### config.mk
export PLATFORM = sky130hd
export DESIGN_NAME = can_cfg_sequencer
export DESIGN_NICKNAME = d
export VERILOG_FILES = /design/src/rtl/can_cfg_pkg.sv /design/src/rtl/can_cfg_idle_detect.sv /design/src/rtl/can_cfg_irq.sv /design/src/rtl/can_cfg_regblk.sv /design/src/rtl/can_cfg_sequencer.sv
export SDC_FILE = /design/constraint.sdc
export NUM_CORES = 1
export LEC_CHECK = 0
export BUFFER_PORTS_ARGS = -buffer_cell sky130_fd_sc_hd__buf_4
export CORE_MARGIN = 2
export CORE_UTILIZATION = 54
export DETAILED_ROUTE_END_ITERATION = 10
export PLACE_DENSITY = 0.87
export SYNTH_ARGS = -nofsm -noshare
export SYNTH_HDL_FRONTEND = slang
export SYNTH_SLANG_ARGS = --single-unit
### constraint.sdc
create_clock -name clk -period 2.12 [get_ports clk]
set_clock_uncertainty 0.15 [all_clocks]
set_input_delay 0.424 -clock clk [delete_from_list [all_inputs] [get_ports clk]]
set_output_delay 0.424 -clock clk [all_outputs]
set_load 0.02 [all_outputs]
### src/rtl/can_cfg_pkg.sv
package can_cfg_pkg;
   localparam int unsigned REG_AW = 3;
   localparam logic [REG_AW-1:0] A_CTRL   = 3'd0;
   localparam logic [REG_AW-1:0] A_STATUS = 3'd1;
   localparam logic [REG_AW-1:0] A_IFLAG  = 3'd2;
   localparam logic [REG_AW-1:0] A_IMASK  = 3'd3;
   localparam logic [REG_AW-1:0] A_CFG0   = 3'd4;
   typedef enum logic [1:0] {
      ST_CFG    = 2'b01,
      ST_BUS_ON = 2'b10
   } run_state_e;
endpackage

### src/rtl/can_cfg_idle_detect.sv
module can_cfg_idle_detect #(
   parameter int unsigned IDLE_BITS = 11,
   localparam int unsigned CW = $clog2(IDLE_BITS + 1)
) (
   input  logic clk,
   input  logic rst_n,
   input  logic search_i,
   input  logic tick_i,
   input  logic rx_i,
   output logic idle_hit_o
);
   logic [CW-1:0] cnt_q;
   localparam logic [CW-1:0] LAST = CW'(IDLE_BITS - 1);

   assign idle_hit_o = search_i && tick_i && rx_i && (cnt_q == LAST);

   always_ff @(posedge clk or negedge rst_n) begin
      if (!rst_n)                    cnt_q <= '0;
      else if (!search_i)            cnt_q <= '0;
      else if (tick_i) begin
         if (!rx_i || idle_hit_o)    cnt_q <= '0;
         else                        cnt_q <= cnt_q + 1'b1;
      end
   end

   p_dominant_restart_r6: assert property (@(posedge clk) disable iff (!rst_n)
      search_i && tick_i && !rx_i |=> cnt_q == '0);
   p_strobe_only_r9: assert property (@(posedge clk) disable iff (!rst_n)
      search_i && !tick_i && $past(search_i) |=> $stable(cnt_q) || cnt_q == '0);
   p_no_overrun_r5: assert property (@(posedge clk) disable iff (!rst_n)
      cnt_q <= LAST);
endmodule

### src/rtl/can_cfg_irq.sv
module can_cfg_irq (
   input  logic clk,
   input  logic rst_n,
   input  logic set_i,
   input  logic clr_i,
   input  logic mask_we_i,
   input  logic mask_d_i,
   output logic flag_o,
   output logic mask_o,
   output logic irq_o
);
   logic flag_d, mask_d;

   always_comb begin
      flag_d = set_i ? 1'b1 : (clr_i ? 1'b0 : flag_o);
      mask_d = mask_we_i ? mask_d_i : mask_o;
   end

   always_ff @(posedge clk or negedge rst_n) begin
      if (!rst_n) begin
         flag_o <= 1'b1;
         mask_o <= 1'b1;
         irq_o  <= 1'b0;
      end else begin
         flag_o <= flag_d;
         mask_o <= mask_d;
         irq_o  <= flag_d & ~mask_d;
      end
   end

   p_irq_when_pending_r3: assert property (@(posedge clk) disable iff (!rst_n)
      $rose(irq_o) |-> flag_o && !mask_o);
   p_wake_sets_flag_r2: assert property (@(posedge clk) disable iff (!rst_n)
      set_i |=> flag_o);
   p_clear_r7: assert property (@(posedge clk) disable iff (!rst_n)
      clr_i && !set_i |=> !flag_o && !irq_o);
endmodule

### src/rtl/can_cfg_regblk.sv
module can_cfg_regblk #(
   parameter int unsigned DATA_W = 16,
   parameter int unsigned ADDR_W = 3,
   parameter int unsigned NCFG   = 2,
   parameter int unsigned BASE   = 4
) (
   input  logic                         clk,
   input  logic                         rst_n,
   input  logic                         allow_i,
   input  logic                         wr_en_i,
   input  logic [ADDR_W-1:0]            wr_addr_i,
   input  logic [DATA_W-1:0]            wr_data_i,
   output logic [NCFG-1:0][DATA_W-1:0]  cfg_o
);
   for (genvar g = 0; g < NCFG; g++) begin : g_cfg
      localparam logic [ADDR_W-1:0] MY_ADDR = ADDR_W'(BASE + g);
      logic hit;
      assign hit = wr_en_i && (wr_addr_i == MY_ADDR);

      always_ff @(posedge clk or negedge rst_n) begin
         if (!rst_n)               cfg_o[g] <= '0;
         else if (hit && allow_i)  cfg_o[g] <= wr_data_i;
      end

      p_cfg_locked_r4: assert property (@(posedge clk) disable iff (!rst_n)
         hit && !allow_i |=> $stable(cfg_o[g]));
   end
endmodule

### src/rtl/can_cfg_sequencer.sv
module can_cfg_sequencer #(
   parameter int unsigned DATA_W    = 16,
   parameter int unsigned ADDR_W    = 3,
   parameter int unsigned IDLE_BITS = 11,
   parameter int unsigned NCFG      = 2
) (
   input  logic              clk,
   input  logic              rst_n,
   input  logic              wr_en_i,
   input  logic [ADDR_W-1:0] wr_addr_i,
   input  logic [DATA_W-1:0] wr_data_i,
   input  logic [ADDR_W-1:0] rd_addr_i,
   output logic [DATA_W-1:0] rd_data_o,
   input  logic              wake_i,
   input  logic              rx_bit_i,
   input  logic              bit_tick_i,
   output logic              irq_o,
   output logic              cfg_mode_o,
   output logic              bus_on_o
);
   import can_cfg_pkg::*;

   if (IDLE_BITS < 2)                 begin : g_bad_idle  $error("IDLE_BITS must be at least 2");  end
   if (DATA_W < 2)                    begin : g_bad_data  $error("DATA_W must be at least 2");     end
   if (ADDR_W < REG_AW)               begin : g_bad_addr  $error("ADDR_W too narrow for map");     end
   if (NCFG + 4 > (1 << ADDR_W))      begin : g_bad_ncfg  $error("NCFG does not fit address map"); end

   logic                        req_q;
   run_state_e                  st_q;
   logic                        idle_hit, searching;
   logic                        flag, mask;
   logic [NCFG-1:0][DATA_W-1:0] cfg_words;
   logic                        wr_ctrl, wr_flag, wr_mask;

   assign wr_ctrl = wr_en_i && (wr_addr_i == ADDR_W'(A_CTRL));
   assign wr_flag = wr_en_i && (wr_addr_i == ADDR_W'(A_IFLAG));
   assign wr_mask = wr_en_i && (wr_addr_i == ADDR_W'(A_IMASK));

   assign cfg_mode_o = (st_q == ST_CFG);
   assign bus_on_o   = (st_q == ST_BUS_ON);
   assign searching  = cfg_mode_o && !req_q;

   always_ff @(posedge clk or negedge rst_n) begin
      if (!rst_n) begin
         req_q <= 1'b1;
         st_q  <= ST_CFG;
      end else begin
         if (wr_ctrl) req_q <= wr_data_i[0];
         if (wr_ctrl && wr_data_i[0])  st_q <= ST_CFG;
         else if (idle_hit)            st_q <= ST_BUS_ON;
      end
   end

   can_cfg_idle_detect #(.IDLE_BITS(IDLE_BITS)) i_idle (
      .clk(clk), .rst_n(rst_n), .search_i(searching),
      .tick_i(bit_tick_i), .rx_i(rx_bit_i), .idle_hit_o(idle_hit));

   can_cfg_irq i_irq (
      .clk(clk), .rst_n(rst_n), .set_i(wake_i),
      .clr_i(wr_flag && wr_data_i[0]),
      .mask_we_i(wr_mask), .mask_d_i(wr_data_i[0]),
      .flag_o(flag), .mask_o(mask), .irq_o(irq_o));

   can_cfg_regblk #(.DATA_W(DATA_W), .ADDR_W(ADDR_W), .NCFG(NCFG),
                    .BASE(int'(A_CFG0))) i_regs (
      .clk(clk), .rst_n(rst_n), .allow_i(cfg_mode_o), .wr_en_i(wr_en_i),
      .wr_addr_i(wr_addr_i), .wr_data_i(wr_data_i), .cfg_o(cfg_words));

   always_comb begin
      rd_data_o = '0;
      if (rd_addr_i == ADDR_W'(A_CTRL))        rd_data_o[0]   = req_q;
      else if (rd_addr_i == ADDR_W'(A_STATUS)) rd_data_o[1:0] = st_q;
      else if (rd_addr_i == ADDR_W'(A_IFLAG))  rd_data_o[0]   = flag;
      else if (rd_addr_i == ADDR_W'(A_IMASK))  rd_data_o[0]   = mask;
      else begin
         for (int i = 0; i < int'(NCFG); i++)
            if (rd_addr_i == ADDR_W'(int'(A_CFG0) + i)) rd_data_o = cfg_words[i];
      end
   end

   p_join_on_recessive_tick_r5: assert property (@(posedge clk) disable iff (!rst_n)
      $rose(bus_on_o) |-> $past(bit_tick_i && rx_bit_i && !req_q));
   p_state_onehot_r5: assert property (@(posedge clk) disable iff (!rst_n)
      $onehot(st_q));
   p_back_to_cfg_r8: assert property (@(posedge clk) disable iff (!rst_n)
      wr_ctrl && wr_data_i[0] |=> cfg_mode_o && !bus_on_o);
   p_hold_while_req_r5: assert property (@(posedge clk) disable iff (!rst_n)
      req_q && cfg_mode_o |=> cfg_mode_o);
endmodule

After elaboration in Yosys (flattened, before gate mapping). Cells that the tools add are included.

Mux-type cells: 18. Add/sub/neg operators: 1. Equal/unequal tests: 13. Bitwise operators: 2. Reduce and logical (&&, ||, !) cells: 19.

Operators with widths (count): $mux 15 (3); $mux 16 (2); $mux 14 (1); $logic_and 1x1->1 (13); $eq 3x2->1 const B (4); $eq 3x3->1 const B (4); $mux 4 (3); $logic_not 3->1 (2); $mux 1 (6); $mux 2 (3); $add 4x1->4 const B (1); $eq 4x4->1 const B (1); $eq 3x1->1 const B (1); $eq 2x1->1 const B (1); $eq 2x2->1 const B (1); $logic_not 1->1 (2); $ne 2x2->1 const B (1); $reduce_bool 2->1 (1); $and 1x1->1 (1); $logic_or 1x1->1 (1); $not 1->1 (1).

Input bits: 28. Bits in registers: 42.

Logic depth before layout (Yosys ltp). Gate-level depths: netlist (run 1).

Depth after elaboration: 9. Mapped depth: 5. Gate-level depth less buffers: 5.

By module. From an unflattened synthesis (run 1), not the netlist that was laid out.

Cells, all modules: 162. Area, all modules: 2110.8 um2.

By module, submodules not included: can_cfg_regblk (times used 1, area an instance 1280.0 um2, cells an instance 70, sequential area each 800.8 um2); can_cfg_sequencer (times used 1, area an instance 470.5 um2, cells an instance 58, sequential area each 77.6 um2); can_cfg_idle_detect (times used 1, area an instance 245.2 um2, cells an instance 26, sequential area each 100.1 um2); can_cfg_irq (times used 1, area an instance 115.1 um2, cells an instance 8, sequential area each 77.6 um2).

Worst setup path after synthesis (run 1). Ideal clock, no wire load.

Path kind: input-to-output. Start: input port rd_addr_i[0]. End: output port rd_data_o[1]. Data required time: 1.546 ns. Stages on the path: 4. Setup slack: 0.220 ns. Arrival time: 1.326 ns. Path through: buf_2 > buf_2 > nand2_1 > a21oi_1.

Cells in the longest elaborated chain, start to end: 7.

Ends and longest elaborated chain: from (decl) (line can_cfg_sequencer.sv:12) `input logic [ADDR_W-1:0] rd_addr_i,`; $eq 3x3->1 (line can_cfg_sequencer.sv:77) `if (rd_addr_i == ADDR_W'(int'(A_CFG0) + i)) rd_data_o = cfg_words[i];`; $mux 16 (2 in series) (line can_cfg_sequencer.sv:77); $mux 15 (line can_cfg_sequencer.sv:74) `else if (rd_addr_i == ADDR_W'(A_IMASK)) rd_data_o[0] = mask;`; $mux 15 (line can_cfg_sequencer.sv:73) `else if (rd_addr_i == ADDR_W'(A_IFLAG)) rd_data_o[0] = flag;`; $mux 2 (line can_cfg_sequencer.sv:72) `else if (rd_addr_i == ADDR_W'(A_STATUS)) rd_data_o[1:0] = st_q;`; $mux 15 * (line can_cfg_sequencer.sv:71) `if (rd_addr_i == ADDR_W'(A_CTRL)) rd_data_o[0] = req_q;`; to (decl) (line can_cfg_sequencer.sv:13) `output logic [DATA_W-1:0] rd_data_o,`.

Every way passes the cells marked *; elsewhere a longest branch is shown, timed or not.

Worst setup path in the final report (run 1).
Start: register i_regs.cfg_o[16] (netlist bit). End: output port rd_data_o[0].

Cells in the longest elaborated chain, start to end: 5.

Ends and longest elaborated chain: from (decl) (line can_cfg_regblk.sv:13) `output logic [NCFG-1:0][DATA_W-1:0] cfg_o`; from (signal, indexed assignment) (line can_cfg_regblk.sv:22) `else if (hit && allow_i) cfg_o[g] <= wr_data_i;`; $mux 16 (line can_cfg_sequencer.sv:77); $mux 1 (line can_cfg_sequencer.sv:74); $mux 1 (line can_cfg_sequencer.sv:73); $mux 2 (line can_cfg_sequencer.sv:72); $mux 1 (line can_cfg_sequencer.sv:71).

No other way between the ends.

==> key figures, run 1 <==
Global route
  • GRT Resource Usage Total: 21.64%
  • Vias in the first global route: 1,492
  • Antenna violations before repair: 0
  • First-pass GRT wire length: 7003 um
  • Total gr overflow: 0
  • Pin count of the biggest net entering global routing: 43

Synthesis
  • Yosys warning total: 0
  • Ys async rst share: 100.0%
  • Syn Area/Cell: 13.33 um^2
  • Yosys reg bits: 42
  • Synthesized area: 2133 um^2
  • Distinct cells, synth: 36
  • Number of synthesized flops with an enable pin: 0
  • Register area share after synthesis: 49.50%
  • Top_reg_cell synth: dfrtp_1
  • Cells after Synth: 160
  • Synth Net Count: 190

Timing
  • Final setup viols: 0
  • Hold Violations, Final: 0
  • RSZ-0062 raised after global routing: yes
  • Worst slew margin: 65.83%
  • PnR worst setup slack: 11.18 ps
  • Slew @ Worst Pin: 512.6 ps
  • Min Tclk post-route: 2109 ps
  • Max-slew violations: 0
  • Fin crit share: 99.47%
  • Fmax: 474.2 MHz
  • Fin Setup TNS: 0 ps
  • Final hold slack: 184.6 ps

Layout
  • Fin area: 2671 um^2
  • Commonest non-fill, non-tap cell in the layout: buf_4
  • Layout cells sized above 1: 47.93%
  • Antenna cells: 0
  • Nets: 246
  • Area Growth Syn to Fin: 25.22%
  • Commonest non-fill, non-tap cells in the layout: 50 x buf_4, 38 x dfrtp_1, 20 x mux2_4, 17 x nor2_1

Flow run
  • MaxCap Viol Count: 0

Worst setup path
  • Critical path, cell by cell: mux4_2, mux2_2, buf_6
  • Crit path DAT: 1530 ps
  • Kind of critical path: reg2out
  • Crit path max-delay family: multiplexers
  • WP data required: 1550 ps
  • CP max stage delay: 450 ps
  • CP max-delay cell: mux4_2
  • Worst-path fanout max: 2
  • CP Capture Type: output pin
  • Buf/Inv on CP: 1
  • Setup crit start kind: flip-flop

Drt
  • Detailed Route WL: 4156 um
  • Avg WL per Cell: 15.68 um
  • Vias: 1,428
  • Detail Route Antenna Nets: 0
  • First DRT Iteration DRCs: 132
  • Number of iterations in the first detailed-routing pass: 4
  • Via density: 5.389
  • # DRC: 0

Pwr
  • VDD IR-drop max: 0.0005965 V
  • Pwr Total: 2233 uW
  • Pleak: 0.001280 uW
  • PwrDens: 835.9 nW/um^2

Clock tree
  • Num CTS Buffers: 5
  • Num Clock Sinks: 42
  • Clock Latency Late Sink: 290 ps
  • TritonCTS clock tree: done
  • Clk root buf: clkbuf_8
  • CTS H-tree depth: 2
  • Clock slew at reported path FFs: 70 ps
  • Longest Clk Path Bufs: 2

Run status
  • Outcome: completed

Floorplanning
  • Io pins: 47
  • Placement Rows: 22
  • Chip height: 66.86 um
  • Die ar.: 4470 um^2
  • Starting density of the core: 57.41%
  • Die Wd: 66.86 um
  • Core area: 3716 um^2

Placement
  • GP Congestion: 0.8754
  • Input/output buffers: 46
  • Dpl ws: 82.45 ps
  • Placed inst area: 2545 um^2
  • Detailed placer's ending HPWL: 2839 um

Min path
  • Worst Hold Class: in2reg
-- power breakdown --
| group | leakage (uW) | switching [uW] | total (uW) | internal (uW) |
|---|---|---|---|---|
| Sequential | 0.000511 | 108 | 1110 | 1000 |
| Clock | 0.0000455 | 257 | 522 | 266 |
| Combinational | 0.000724 | 233 | 603 | 371 |
-- final cells by class --
| class | instances | area (um^2) |
|---|---|---|
| Clock buffer | 8 | 90.09 |
| Inverter | 5 | 18.77 |
| Sequential cell | 42 | 1056 |
| Timing Repair Buffer | 54 | 436.7 |
| Multi-Input combinational cell | 108 | 1010 |
| Fill cell | 287 | 1045 |
| Tap cell | 48 | 60.06 |
-- per-stage QoR --
stage,cells,utilization (%)
3_5_place_dp,253,68.48
5_1_grt,265,71.89
3_3_place_gp,253,68.48
6_report,265,71.89
2_1_floorplan,160,-
4_1_cts,264,71.68
-- state kept, by name, summed over array words and instances, names as in the netlist --
signal and cells:
i_irq.mask_o 1, i_irq.flag_o 1, i_regs.cfg_o 32, req_q 1, i_irq.irq_o 1, i_idle.cnt_q 4, st_q 2
-- routing by layer --
layer / vias up / track usage [%] / routed length (um)
met4: 0 / 8.163 / 40
met1: 700 / 26.85 / 1834
li1: 677 / - / -
met5: - / 0 / 0
met2: 45 / 35.13 / 2031
met3: 6 / 7.095 / 250
-- synth_stat cells (2+ instances only) --
cell type,number,area [um^2]
mux2_4,20,300.3
nor3_4,2,32.53
dfstp_2,4,105.1
mux2i_1,15,150.1
ha_1,2,25.02
or4b_1,2,20.02
nand2_1,6,22.52
mux2_2,15,168.9
a21oi_1,4,20.02
inv_1,5,18.77
o21ai_0,3,15.01
nand3b_1,3,22.52
buf_2,2,10.01
dfrtp_1,38,950.9
nor2_1,17,63.81
or3_1,2,12.51
-- logic make-up after synthesis --
kind of cell | count (synthesis) | share of synthesized area, %
AO/OA/AOI/OAI | 11 | 3.109
adder cells (fa/ha/maj) | 2 | 1.173
buffers and inverters | 10 | 3.167
flip-flops | 42 | 49.50
multiplexers | 51 | 30.09
AND/OR/NAND/NOR | 44 | 12.96
-- path summary, 6_finish.rpt --
path / to / slack [ps] / depth (start not counted) / from
worst max-delay path: rd_data_o[0] / 10 / 3 / i_regs.cfg_o[16]
worst min-delay path: i_irq.flag_o / 180 / 3 / wake_i
worst max register to register: i_regs.cfg_o[0] / 340 / 5 / st_q[0]
worst min register to register: req_q / 350 / 2 / req_q
max in group asynchronous: st_q[0] / 950 / 2 / rst_n
min in group asynchronous: i_regs.cfg_o[28] / 500 / 2 / rst_n
-- worst register-to-register path, delay by kind of cell, from the launching register on --
kind / cells / cell delay, ps
buf+inv: 2 / 340
mux: 1 / 360
flops: 1 / 550
simple gates: 2 / 260
-- timing repair --
item,CTS,global route
setup buffers,2,1
endpoints found under the setup margin,1,1
hold endpoints to repair,38,0
hold buffers,1,0
gates resized for setup,1,0
Note: power is estimated with default switching activity, not from simulation.
==> run 2: changes to the inputs <==
Settings changed: CORE_UTILIZATION 54 to 48, PLACE_DENSITY 0.87 to 0.83.
Clock period 2.12 ns to 1.7 ns, I/O delays scaled along.
==> run 2 against run 1 <==
Net effect:
- the flow now finishes with violations (negative setup slack)
- largest cell class is now multi-input combinational cells
- die area grew 12%
- wire length grew 3.9%
- combinational power grew 40%
- sequential share of layout area shrank 2.0 points
==> key figures, run 2 (synthesis results as in run 1) <==
Pwr
  • PwrDens: 997.2 nW/um^2 (+19%)
  • VDD IR-drop max: 0.0006306 V (+5.7%)
  • Pleak: 0.001354 uW (+5.8%)

Run status
  • Outcome: complete, but fails checks
  • Violated checks: negative setup slack

Layout
  • Commonest non-fill, non-tap cell in the layout: buf_4
  • Fin area: 2811 um^2 (+5.2%)
  • Antenna cells: 0 (unchanged)
  • Commonest non-fill, non-tap cells in the layout: 52 x buf_4, 38 x dfrtp_1, 34 x mux2_4, 16 x nor2_1, 15 x mux2i_1
  • Area Growth Syn to Fin: 31.79%
  • Biggest regs: i_regs.cfg_o: 32 flops, i_idle.cnt_q: 4 flops, st_q: 2 flops
  • Nets: 252 (+2.4%)
  • Top reg by flops: i_regs.cfg_o
  • Fill cells: 343 (+20%)
  • Max reg flops: 32 (unchanged)
  • Layout cells sized above 1: 52.70% (+4.8 points)
  • Non-Filler Instances: 274 (+3.4%)

Timing
  • Hold Violations, Final: 0 (unchanged)
  • PnR worst setup slack: -342.4 ps (-353.6 ps)
  • Max-slew violations: 0 (unchanged)
  • Slew @ Worst Pin: 511.4 ps (-1.221 ps)
  • Min Tclk post-route: 2042 ps
  • Final setup viols: 35 (+35)
  • RSZ-0062 raised after global routing: yes
  • Fmax: 489.6 MHz
  • Worst slew margin: 65.91% (+0.081 points)
  • Fin Setup TNS: -597.1 ps (-597.1 ps)
  • Fin crit share: 120.1%

Worst setup path
  • Critical path, cell by cell: mux4_2, mux2_4, buf_6
  • CP Capture Type: output pin
  • CP max-delay cell: mux4_2
  • Worst-path fanout max: 2 (unchanged)
  • CP max stage delay: 480 ps (+30 ps)
  • Setup crit start kind: flip-flop
  • Crit path DAT: 1550 ps (+20 ps)
  • Crit path max-delay family: multiplexers
  • Kind of critical path: reg2out
  • Buf/Inv on CP: 1 (unchanged)
  • WP data required: 1210 ps (-340 ps)

Clock tree
  • Num CTS Buffers: 5 (unchanged)
  • TritonCTS clock tree: done
  • CTS H-tree depth: 2 (unchanged)
  • Clock slew at reported path FFs: 70 ps (about the same)
  • Clk root buf: clkbuf_8
  • Clock Latency Late Sink: 280 ps (about the same)
  • Longest Clk Path Bufs: 2 (unchanged)
  • Num Clock Sinks: 42 (unchanged)

Drt
  • # DRC: 0 (unchanged)
  • Number of iterations in the first detailed-routing pass: 4 (unchanged)
  • Via density: 5.325 (-1.2%)
  • Detail Route Antenna Nets: 0 (unchanged)
  • DR top layer: met4
  • Metal2 WL: 2226 um (+9.6%)
  • First DRT Iteration DRCs: 88 (-33%)
  • Met1 wire length: 1885 um (+2.8%)
  • Vias: 1,459 (+2.2%)
  • Detailed Route WL: 4320 um (+3.9%)
  • Avg WL per Cell: 15.77 um (+0.53%)
  • Metal3 WL: 160 um (-36%)

Floorplanning
  • Core area: 4324 um^2 (+16%)
  • Die Wd: 70.67 um (+5.7%)
  • Starting density of the core: 49.33% (-8.1 points)
  • Placement Rows: 24 (+9.1%)
  • Chip height: 70.67 um (+5.7%)
  • Io pins: 47 (unchanged)
  • Die ar.: 4994 um^2 (+12%)

Placement
  • GP Congestion: 0.8801 (+0.54%)
  • Input/output buffers: 46 (unchanged)
  • Detailed placer's ending HPWL: 2986 um (+5.2%)
  • Cell count after placement: 262 (+3.6%)
  • Placed inst area: 2604 um^2 (+2.3%)

Global route
  • Vias in the first global route: 1,558 (+4.4%)
  • GRT Resource Usage Total: 19.02% (-2.6 points)
  • First-pass GRT wire length: 7231 um (+3.3%)
  • Antenna violations before repair: 0 (unchanged)
  • Total gr overflow: 0 (unchanged)
  • Pin count of the biggest net entering global routing: 43 (unchanged)

Flow run
  • MaxCap Viol Count: 0 (unchanged)

Min path
  • Worst Hold Class: in2reg
run 2: changes by cell type in the layout (fill, tap and decap cells not counted), moves of 2 or more:
cell	delta
buf_4	+2
buf_6	+3
mux2_2	-14
mux2_4	+14
a21oi_1	-2
a21oi_2	+2
run 2: report_power, final:
part | switching (uW) | internal (uW) | total [uW]
sequential | 132 | 1250 | 1380
combinational | 312 | 531 | 844
clock | 298 | 282 | 580
run 2: final timing paths:
check                      depth (start not counted)             start  slack [ps]                to
hold reg to reg                                    1  i_regs.cfg_o[15]         360  i_regs.cfg_o[15]
hold / removal                                     3            wake_i         110      i_irq.flag_o
max in group asynchronous                          2             rst_n         610           st_q[0]
setup / recovery                                   3  i_regs.cfg_o[16]        -340      rd_data_o[0]
setup reg to reg                                   5           st_q[0]         -10   i_regs.cfg_o[7]
min in group asynchronous                          2             rst_n         420  i_regs.cfg_o[30]
run 2: worst register-to-register path, cell delays in order (launching register included):
cell      delay, ps
dfstp_2         540
buf_6           120
nand3b_4        100
nor3_4          170
buf_12          210
mux2_4          330
run 2: through the flow:
step	setup WS [ps]	hold slack (ps)	total power [uW]	util, %
2_1_floorplan	4.903	-105.6	1870	-
3_3_place_gp	-113.9	202.7	2112	60.21
3_5_place_dp	-149.1	201.0	2147	60.21
4_1_cts	-352.6	98.01	2808	64.09
5_1_grt	-395.0	101.7	2968	65.02
6_report	-342.4	107.3	2804	65.02
run 2: final cells by class:
cell class	instances	area [um^2]	share of cell area (%)
repair buffers	60	505.5	17.98
well taps	52	65.06	2.314
clock buffers	7	76.32	2.715
multi-input cells	108	1087	38.67
flip-flops and latches	42	1056	37.56
inverters	5	21.27	0.7566
run 2: per-layer routing:
| layer | track usage [%] | vias to the layer above |
|---|---|---|
| met1 | 23.85 | 727 |
| met4 | 7.547 | 0 |
| li1 | - | 691 |
| met2 | 31.66 | 37 |
| met5 | 0 | - |
| met3 | 4.986 | 4 |
run 2: repair_timing:
action / 4_1_cts / 5_1_grt
endpoints found under the setup margin: 2 / 37
gates resized for setup: 16 / 11
hold endpoints to repair: 38 / 0
hold buffers: 1 / 0
setup buffers: 3 / 1
pin swaps: 1 / 2
==> run 3: changes to the inputs <==
Settings changed: CORE_UTILIZATION 48 to 45, PLACE_DENSITY 0.83 to 0.8.
==> run 3 against run 2 <==
Net effect:
- the run still ends with negative setup slack left
- wire length increased by 7.9%
- flip-flop and latch count did not move
- global-route usage shrank 0.50 points
- total power up 9.1%
- worst hold slack got worse by 30 ps
- combinational power grew 3.3%
- non-clock buffer count up 9
- clock-buffer cell count is 2 lower
- critical path depth unchanged
- cell count is 4.4% higher
- design area increased by 4.3%
- die area rose by 6.3%
- critical endpoint unchanged
- largest power group unchanged
==> key figures, run 3 (synthesis results as in run 1) <==
Run status
  • Outcome: complete, but fails checks
  • Violated checks: negative setup slack

Timing
  • Fmax: 485.1 MHz (-0.92%)
  • Final hold slack: 76.95 ps (-30.36 ps)
  • PnR worst setup slack: -361.4 ps (-18.97 ps)
  • Worst slew margin: 65.23% (-0.67 points)
  • Fin crit share: 121.3% (+1.1 points)
  • RSZ-0062 raised after global routing: yes
  • Max-slew violations: 0 (unchanged)
  • Min Tclk post-route: 2061 ps (+18.97 ps)
  • Hold Violations, Final: 0 (unchanged)
  • Final setup viols: 36 (+2.9%)
  • Slew @ Worst Pin: 521.5 ps (+10.10 ps)

Global route
  • Vias in the first global route: 1,445 (-7.3%)
  • Met1 Track Usage GR: 26.04% (+2.2 points)
  • GRT Resource Usage Total: 18.52% (-0.50 points)
  • Antenna violations before repair: 0 (unchanged)
  • First-pass GRT wire length: 7258 um (+0.37%)
  • Met2 usage: 27.47% (-4.2 points)
  • Global route hottest layer: met2
  • Pin count of the biggest net entering global routing: 43 (unchanged)
  • Met3 Track Usage GR: 5.663% (+0.68 points)
  • Total gr overflow: 0 (unchanged)

Drt
  • Via density: 5.343 (+0.34%)
  • # DRC: 0 (unchanged)
  • Detail Route Antenna Nets: 0 (unchanged)
  • Detailed Route WL: 4661 um (+7.9%)
  • Vias: 1,528 (+4.7%)
  • First DRT Iteration DRCs: 105 (+19%)
  • Number of iterations in the first detailed-routing pass: 5 (+1)
  • Avg WL per Cell: 16.30 um (+3.4%)

Worst setup path
  • Critical path, cell by cell: mux4_2, mux2_4, buf_6
  • Crit path max-delay family: multiplexers
  • Crit path DAT: 1570 ps (+20 ps)
  • CP Capture Type: output pin
  • Critical Path Stages: 3 (unchanged)
  • Kind of critical path: reg2out
  • CP max-delay cell: mux4_2
  • Register-to-Register Path Depth: 6 (+1)
  • Setup crit start kind: flip-flop
  • Worst-path fanout max: 2 (unchanged)
  • WP data required: 1210 ps (about the same)
  • Buf/Inv on CP: 1 (unchanged)
  • CP max stage delay: 460 ps (-20 ps)

Layout
  • Commonest non-fill, non-tap cell in the layout: buf_4
  • Top reg by flops: i_regs.cfg_o
  • Layout cells sized above 1: 55.17% (+2.5 points)
  • Max reg flops: 32 (unchanged)
  • Antenna cells: 0 (unchanged)
  • Biggest regs: i_regs.cfg_o: 32 flops, i_idle.cnt_q: 4 flops, st_q: 2 flops
  • Fill cells: 362 (+5.5%)
  • Fin area: 2932 um^2 (+4.3%)
  • Area Growth Syn to Fin: 37.42%
  • Nets: 261 (+3.6%)
  • Commonest non-fill, non-tap cells in the layout: 54 x buf_4, 37 x dfrtp_1, 34 x mux2_4, 17 x nor2_1, 15 x mux2i_1

Floorplanning
  • Io pins: 47 (unchanged)
  • Starting density of the core: 45.77% (-3.6 points)
  • Die ar.: 5307 um^2 (+6.3%)
  • Core area: 4661 um^2 (+7.8%)
  • Placement Rows: 25 (+4.2%)
  • Die Wd: 72.85 um (+3.1%)
  • Chip height: 72.85 um (+3.1%)

Pwr
  • VDD IR-drop max: 0.0009014 V (+43%)
  • Pleak: 0.001423 uW (+5.1%)
  • PwrDens: 1044 nW/um^2 (+4.7%)

Clock tree
  • Num CTS Buffers: 5 (unchanged)
  • Clock slew at reported path FFs: 80 ps (about the same)
  • TritonCTS clock tree: done
  • CTS H-tree depth: 2 (unchanged)
  • Num Clock Sinks: 42 (unchanged)
  • Clock Latency Late Sink: 300 ps (+20 ps)
  • Longest Clk Path Bufs: 2 (unchanged)
  • Clk root buf: clkbuf_8

Placement
  • Placed inst area: 2644 um^2 (+1.5%)
  • Detailed placer's ending HPWL: 2980 um (-0.19%)
  • Input/output buffers: 46 (unchanged)
  • GP Congestion: 0.8501 (-3.4%)

Min path
  • Worst Hold Class: in2reg
  • Hold Crit Depth: 3 (unchanged)

Flow run
  • MaxCap Viol Count: 0 (unchanged)
==> run 3: cell count changes in the layout (fill, tap and decap cells not counted), sizes merged <==
cell,previous run,this run
buf,59,68
clkbuf,7,5
bufinv,0,1
clkinv,0,1
inv,5,6
==> run 3: per-layer routing <==
layer  part of all wire, %  routed length [um]
met3                   5.0                 231
met4                   1.7                  80
met5                     0                   0
met2                    47                2190
met1                    46                2159
==> run 3: worst register-to-register path, cell delays in order (launching register included) <==
cell      delay, ps
dfrtp_2         420
buf_4           150
nand3b_4        180
nor3_4          260
buf_6           150
buf_16          120
mux2_4          290
==> run 3: layout make-up <==
| class | count | area [um^2] | area share [%] |
|---|---|---|---|
| multi-input combinational | 108 | 1077 | 36.75 |
| sequential | 42 | 1057 | 36.06 |
| timing repair buffer | 69 | 598.1 | 20.40 |
| clock buffer | 5 | 68.82 | 2.347 |
| tap | 54 | 67.56 | 2.305 |
| clock inverter | 3 | 43.79 | 1.494 |
| inverter | 5 | 18.77 | 0.6402 |
==> run 3: final timing paths <==
| kind | from | endpoint | slack [ps] |
|---|---|---|---|
| setup reg to reg | st_q[1] | i_regs.cfg_o[21] | -120 |
| hold reg to reg | i_regs.cfg_o[10] | i_regs.cfg_o[10] | 360 |
| max in group asynchronous | rst_n | st_q[1] | 610 |
| setup / recovery | i_regs.cfg_o[16] | rd_data_o[0] | -360 |
| hold / removal | wake_i | i_irq.flag_o | 80 |
| min in group asynchronous | rst_n | i_regs.cfg_o[28] | 390 |
==> run 3: stage by stage <==
step                setup TNS (ps)  util (%)  worst slack (ps)  cells  total power (uW)
CTS                          -1818     61.45            -367.2    283              3014
detailed placement          -264.0     56.72            -157.1    269              2158
global route                 -4985     62.90            -419.2    286              3229
finish                       -2980     62.90            -361.4    286              3060
global placement            -174.2     56.72            -149.7    269              2129
floorplan                        0         -             4.903    160              1870
==> run 3: report_power, final <==
group          internal (uW)  total, uW  switching [uW]
Combinational            550        872             322
Sequential              1250       1390             143
Clock                    440        799             359
==> run 3: what timing repair did <==
action | CTS | global route
hold buffers | 1 | 0
gates resized for setup | 10 | 26
setup buffers | 4 | 5
cloned | 1 | 1
endpoints found under the setup margin | 19 | 44
pin swaps | 0 | 3
endpoints found under the hold margin | 38 | 0
